**src/rtl/dac_pkg.sv**
```systemverilog
package dac_pkg;
  localparam int DEF_COLS  = 102;
  localparam int DEF_BANKS = 9;

  typedef enum logic {
    SCAN_HORIZ = 1'b0,
    SCAN_VERT  = 1'b1
  } scan_e;
endpackage

```
**src/rtl/dac_wrap_counter.sv**
```systemverilog
// Saturating-load, wrapping counter over 0 .. LIMIT-1.
module dac_wrap_counter #(
  parameter int LIMIT = 102,
  parameter int W     = $clog2(LIMIT)
) (
  input  logic         clk,
  input  logic         rst_n,
  input  logic         ld,
  input  logic [W-1:0] ld_val,
  input  logic         adv,
  output logic [W-1:0] val,
  output logic         at_last
);
  localparam logic [W-1:0] LAST = W'(LIMIT - 1);

  logic [W-1:0] ld_sat;

  assign at_last = (val == LAST);
  assign ld_sat  = (ld_val > LAST) ? LAST : ld_val;

  always_ff @(posedge clk or negedge rst_n) begin
    if (!rst_n) begin
      val <= '0;
    end else if (ld) begin
      val <= ld_sat;
    end else if (adv) begin
      val <= at_last ? '0 : val + W'(1);
    end
  end
endmodule

```
**src/rtl/dac_addr_flatten.sv**
```systemverilog
// Row-major byte address: bank * COLS + column.
module dac_addr_flatten #(
  parameter int COLS  = 102,
  parameter int BANKS = 9,
  parameter int XW    = $clog2(COLS),
  parameter int YW    = $clog2(BANKS),
  parameter int AW    = $clog2(COLS * BANKS)
) (
  input  logic [XW-1:0] col,
  input  logic [YW-1:0] bank,
  output logic [AW-1:0] addr
);
  localparam logic [AW-1:0] STRIDE = AW'(COLS);

  always_comb begin
    addr = AW'(bank) * STRIDE + AW'(col);
  end
endmodule

```
**src/rtl/disp_addr_counter.sv**
```systemverilog
module disp_addr_counter #(
  parameter int COLS  = dac_pkg::DEF_COLS,
  parameter int BANKS = dac_pkg::DEF_BANKS,
  parameter int XW    = $clog2(COLS),
  parameter int YW    = $clog2(BANKS),
  parameter int AW    = $clog2(COLS * BANKS)
) (
  input  logic          clk,
  input  logic          rst_n,
  input  logic          x_load,
  input  logic [XW-1:0] x_value,
  input  logic          y_load,
  input  logic [YW-1:0] y_value,
  input  logic          mode_load,
  input  logic          mode_vert,
  input  logic          step,
  output logic [XW-1:0] cur_x,
  output logic [YW-1:0] cur_y,
  output logic [AW-1:0] flat_addr
);
  import dac_pkg::*;

  scan_e scan_q;
  logic  step_ok;
  logic  x_last, y_last;
  logic  x_adv, y_adv;

  // Scan order register; a step in the same cycle sees the old order.
  always_ff @(posedge clk or negedge rst_n) begin
    if (!rst_n) begin
      scan_q <= SCAN_HORIZ;
    end else if (mode_load) begin
      scan_q <= scan_e'(mode_vert);
    end
  end

  // Loads win over a step arriving in the same cycle.
  assign step_ok = step & ~x_load & ~y_load;

  // The leading coordinate always moves; the other moves on carry.
  assign x_adv = step_ok & ((scan_q == SCAN_HORIZ) | y_last);
  assign y_adv = step_ok & ((scan_q == SCAN_VERT)  | x_last);

  dac_wrap_counter #(.LIMIT(COLS), .W(XW)) u_col (
    .clk     (clk),
    .rst_n   (rst_n),
    .ld      (x_load),
    .ld_val  (x_value),
    .adv     (x_adv),
    .val     (cur_x),
    .at_last (x_last)
  );

  dac_wrap_counter #(.LIMIT(BANKS), .W(YW)) u_bank (
    .clk     (clk),
    .rst_n   (rst_n),
    .ld      (y_load),
    .ld_val  (y_value),
    .adv     (y_adv),
    .val     (cur_y),
    .at_last (y_last)
  );

  dac_addr_flatten #(
    .COLS(COLS), .BANKS(BANKS), .XW(XW), .YW(YW), .AW(AW)
  ) u_flat (
    .col  (cur_x),
    .bank (cur_y),
    .addr (flat_addr)
  );
endmodule

```
**config.mk**
```make
export PLATFORM = sky130hd
export DESIGN_NAME = disp_addr_counter
export DESIGN_NICKNAME = d
export VERILOG_FILES = /design/src/rtl/dac_pkg.sv /design/src/rtl/dac_wrap_counter.sv /design/src/rtl/dac_addr_flatten.sv /design/src/rtl/disp_addr_counter.sv
export SDC_FILE = /design/constraint.sdc
export NUM_CORES = 1
export LEC_CHECK = 0
export ABC_AREA = 1
export BUFFER_PORTS_ARGS = -buffer_cell sky130_fd_sc_hd__clkbuf_2
export CAP_MARGIN = 20
export CORE_ASPECT_RATIO = 2
export CORE_MARGIN = 1.5
export CORE_UTILIZATION = 57
export CTS_CLUSTER_DIAMETER = 80
export DETAILED_ROUTE_END_ITERATION = 8
export GPL_TIMING_DRIVEN = 0
export PLACE_DENSITY = 0.85
export SYNTH_ARGS = -nofsm -noshare
export SYNTH_HDL_FRONTEND = slang
export SYNTH_HIERARCHICAL = 1
export SYNTH_SLANG_ARGS = --single-unit
```
**constraint.sdc**
```tcl
create_clock -name clk -period 9.47 [get_ports clk]
set_input_delay 1.4205 -clock clk [delete_from_list [all_inputs] [get_ports clk]]
set_output_delay 1.4205 -clock clk [all_outputs]
set_load 0.02 [all_outputs]
```
=== Word level (Yosys, flattened, before mapping) ===
Index checks and enable logic that the tools add are counted.

* Input port bits: 18
* Register bits: 12
* Logic and storage cells: 30
* Output and inout port bits: 21

* $lt $le $gt $ge: 2
* Add/subtract/negate cells: 3
* $mul: 1
* Mux-type cells: 8
* Reductions and logical operators: 2
* Equal/unequal tests: 2
* Bitwise operators: 9

{| class="wikitable"
|+ Operators by type and width
! cell !! number
|-
| 2-to-1 mux 7 bit || 4
|-
| 2-to-1 mux 4 bit || 4
|-
| adder 10 x 7 -> 10 bit || 1
|-
| multiplier 4 x 6 -> 9 bit, second input constant || 1
|-
| adder 7 x 1 -> 7 bit, second input constant || 1
|-
| == test 7 bit, second input constant || 1
|-
| > comparator 7 bit, second input constant || 1
|-
| adder 4 x 1 -> 4 bit, second input constant || 1
|-
| bitwise AND 1 bit || 4
|-
| == test 4 bit, second input constant || 1
|-
| > comparator 4 bit, second input constant || 1
|-
| nonzero test 2 bit || 2
|-
| NOT 1 bit || 3
|-
| OR 1 bit || 2
|}

=== Logic depth before layout (Yosys ltp) ===
* Depth in word-level cells: 6
* Mapped depth: 16
* Mapped depth without buffers: 16

=== Hierarchy ===
The synthesis kept the hierarchy.

{| class="wikitable"
|+ By module, submodules not included
! module !! area an instance (um2) !! cells an instance !! instances
|-
| dac_addr_flatten || 586.8 || 87 || 1
|-
| dac_wrap_counter (u_col) || 546.8 || 83 || 1
|-
| dac_wrap_counter (u_bank) || 307.8 || 46 || 1
|-
| disp_addr_counter || 73.8 || 11 || 1
|}

=== Least setup slack after synthesis ===
No wires, ideal clock.

* Path type: register to output
* Start: register u_bank.val[2]
* End: output port flat_addr[7]
* Required time: 8049 ps
* Stages on the path, launching flop included: 14
* Path buffers: 0
* Path slack: 5164 ps
* Data arrival time: 2885 ps
* Cell sequence: dfrtp_1 > inv_1 > ha_1 > inv_1 > ha_1 > ha_1 > a31o_2 > xor2_1 > ha_1 > nand2_1 > clkinv_1 > nand4_1 > nand3_1 > xor2_1

* Word-level cells in the longest chain between the ends: 2

{| class="wikitable"
|+ RTL lines
! item !! line !! text
|-
| start, declared || dac_wrap_counter.sv:11 || <nowiki>output logic [W-1:0] val,</nowiki>
|-
| start signal, assigned || dac_wrap_counter.sv:25 || <nowiki>val <= ld_sat;</nowiki>
|-
| start signal, assigned || dac_wrap_counter.sv:27 || <nowiki>val <= at_last ? '0 : val + W'(1);</nowiki>
|-
| multiplier 4 x 6 -> 9 bit || dac_addr_flatten.sv:16 || <nowiki>addr = AW'(bank) * STRIDE + AW'(col);</nowiki>
|-
| adder 10 x 7 -> 10 bit || dac_addr_flatten.sv:16 ||
|-
| end, declared || disp_addr_counter.sv:19 || <nowiki>output logic [AW-1:0] flat_addr</nowiki>
|}

No other way between the ends.

=== Final worst setup path ===
* Start: register u_bank.val[2]
* End: output port flat_addr[9]

The elaborated chain is that of the path after synthesis.

==> results.cfg <==
[floorplanning]
die-area_mm2 = 0.00300
dieHeight_um = 75.9
initial_core_util_pct = 59.7
io_pins = 39
die_x_um = 39.5
core_area_mm2 = 0.00254
core.rowCount = 26

[pwr]
comb_power_share_pct = 68.0
ir_drop_mv = 0.118
p_int_mw = 0.194
swShare_pct = 51.2
p_clk_share_pct = 13.9
power.net_switching_mw = 0.204
pwr-share-seq_pct = 18.1
p_leak_nw = 1.08
pwr_density_cell_mw_per_mm2 = 222

[setup_path]
cp_max_fo = 9
cp_data_arrival_time_ns = 3.23
slowest_delay_ns = 0.50
cpLargestDelayFamily = adder cells
crit_required_ns = 8.05
critPathLaunchType = flop
critPathSlowestCell = dfrtp_1
cp_cell_sequence = inv_1 -> ha_1 -> inv_1 -> ha_1 -> ha_1 -> a31o_2 -> xor2_1 -> ha_1 -> nand2_1 -> clkinv_1 -> nand4_1 -> nand3_1 -> nand3_1 -> nand2_1 -> nand2_1 -> clkbuf_2
critPathKind = flop to output pin
endpoint_kind = output pin
reg2reg_depth = 11
crit_buf_inv = 4
r2r_slack_ns = 7.57
cp_common_cell = ha_1
reg2reg_from = u_bank/val[0]
regToRegEndpoint = u_col/val[3]

[place]
place.gp.congestion = 0.844
post-dp-hpwl_um = 2850
postPlaceCellArea_mm2 = 0.00174
portBuffers = 38
dpl_worst_slack_ns = 5.08

[synth]
yosysSeqAreaShare_pct = 19.8
ys_ff_latch = 12
synth_area_mm2 = 0.00152
synth_nets = 266
syn_inst = 227
ys_warn_count = 6
yosysUniqueCellTypes = 29
syn_area_per_cell_um2 = 6.67

[timing]
timing_worst_slew_pin_value_ns = 0.417
final.setup.worst_slack_ns = 4.82
fin_skew_ns = 0.00331
slew_headroom_pct = 72.1
fin_crit_sh_pct = 49.1
hold_violations = 0
report.final.slew_viol_count = 0
setup_viol = 0
rsz0062_at_grt = no
setup-tns-final_ns = 0
min_period_ns = 4.65
max_freq_ghz = 0.215

[route]
post_drt_wl_per_cell_um = 11.8
ant_nets = 0
vias = 1584
wl_um = 3500
viasPerCell = 5.33
firstDrtPassIters = 4
post-route-drc-count = 0
drt_iter0_markers = 52

[final_layout]
fin_nets = 309
antennaDiodeCount = 0
final_cell_mix = nand2_1, clkbuf_2, inv_1, nand3_1, ha_1
final_common_cell = nand2_1
syn_to_final_growth_pct = 18.5
final_layout_size_suffix_gt1_share_pct = 25.7
stdcell_area_mm2 = 0.00180
final_util_pct = 70.8

[min_path]
hold_path_end = scan_q
whs_path_depth = 2
hold_start = scan_q
hold_path.class = flop to flop

[global_routing]
grt_pass1_vias = 1523
antenna_found_initial = 0
grt_first_pass_wirelength_um = 5840
grt-ovfl-total = 0
grt_max_degree = 13
grt_use_total_pct = 25.9

[clocking]
cts_tree = yes
htree_levels = 1
root_buffer = clkbuf_8
clk_latency_ns = 0.24
holdBufCountCts = 0
post-cts-setup-buffers = 0
clock_path_buffers = 2
numCtsBuffers = 3
cts_resized = 0
clock-sinks = 12
clk_pin_slew_ns = 0.05

[run]
max_cap_viol_count = 0

[status]
status = complete, no violations
## kinds of logic (layout without fill, tap and decap cells)
group / count (synthesis) / in the layout / synth area share [%]
simple gates: 123 / 123 / 38.2
flops: 12 / 12 / 19.8
xor+xnor: 9 / 9 / 5.20
compound gates: 19 / 19 / 7.68
buf+inv: 43 / 85 / 11.2
fa+ha+maj: 21 / 21 / 17.8
## power groups by stage
stage	Sequential (mW)	Combinational (mW)	Clock [mW]
3_3_place_gp	0.0726	0.265	0
5_1_grt	0.0736	0.302	0.0586
3_5_place_dp	0.0728	0.271	0
4_1_cts	0.0719	0.272	0.0562
2_1_floorplan	0.0769	0.195	0
6_report	0.0720	0.271	0.0552
## cells in the mapped netlist
cell,n,area [µm²]
nand3b_1,1,7.51
ha_1,20,250
nor2_2,3,18.8
clkbuf_2,1,5.00
o21ai_0,3,15.0
nor2_1,18,67.6
o21ai_2,1,8.76
inv_1,34,128
a22oi_1,2,15.0
xnor2_1,3,26.3
a21oi_1,7,35.0
nand2_2,7,43.8
a31o_2,1,8.76
nand2_1,58,218
fa_1,1,20.0
or2_2,1,6.26
nand3_2,3,30.0
o21bai_1,1,7.51
a31oi_1,3,18.8
clkinv_1,1,3.75
inv_2,5,18.8
nand2_4,2,22.5
xor2_1,6,52.6
dfrtp_1,12,300
nor2_4,1,11.3
nand4_1,7,43.8
a21o_1,1,7.51
nand3_1,22,110
buf_4,2,15.0
## routing by layer
metal  up-vias  track usage (%)  part of all wire [%]
met4         0             7.24                   1.4
met2        54             50.0                    58
met1       715             26.1                    36
li1        809                -                     -
met3         6             1.75                   4.4
met5         -                0                     0
## worst reg2reg max path, stage by stage (launching register included)
cell	delay, ns
dfrtp_1	0.49
inv_1	0.14
ha_1	0.17
nand3_2	0.11
inv_1	0.07
nor2_1	0.04
nor2_1	0.34
nor2_4	0.10
inv_1	0.13
nand2_1	0.07
nor2_1	0.10
nor2_1	0.05
## state kept, by name (all words and copies together) (netlist names)
signal,cells
scan_q,1
u_col/val,7
u_bank/val,4
## how the worst max path moves through the flow
| stage | from | to | slack [ns] | cells past startpoint |
|---|---|---|---|---|
| after global placement | u_bank/val[2] | flat_addr[9] | 5.11 | 16 |
| after detailed placement | u_bank/val[2] | flat_addr[9] | 5.08 | 16 |
| after global routing | u_bank/val[2] | flat_addr[9] | 4.55 | 16 |
| after CTS | u_bank/val[2] | flat_addr[9] | 4.81 | 16 |
| final | u_bank/val[2] | flat_addr[9] | 4.82 | 16 |
| after floorplan | u_bank/val[2] | flat_addr[7] | 5.16 | 13 |
## final cells by class
type | count | area, µm²
inverter | 40 | 150
sequential | 12 | 300
multi-input combinational | 172 | 1040
buffer | 3 | 20.0
tap | 28 | 35.0
timing repair buffer | 38 | 190
fill | 241 | 742
clock buffer | 4 | 55.1
## metrics by stage
stage | power [mW] | std cells | hold slack, ns
2_1_floorplan | 0.272 | 227 | 0.495
3_3_place_gp | 0.338 | 293 | 0.505
3_5_place_dp | 0.343 | 293 | 0.513
4_1_cts | 0.400 | 297 | 0.529
5_1_grt | 0.434 | 297 | 0.542
6_report | 0.398 | 297 | 0.526
No activity file was read; power rests on OpenSTA's default activity.
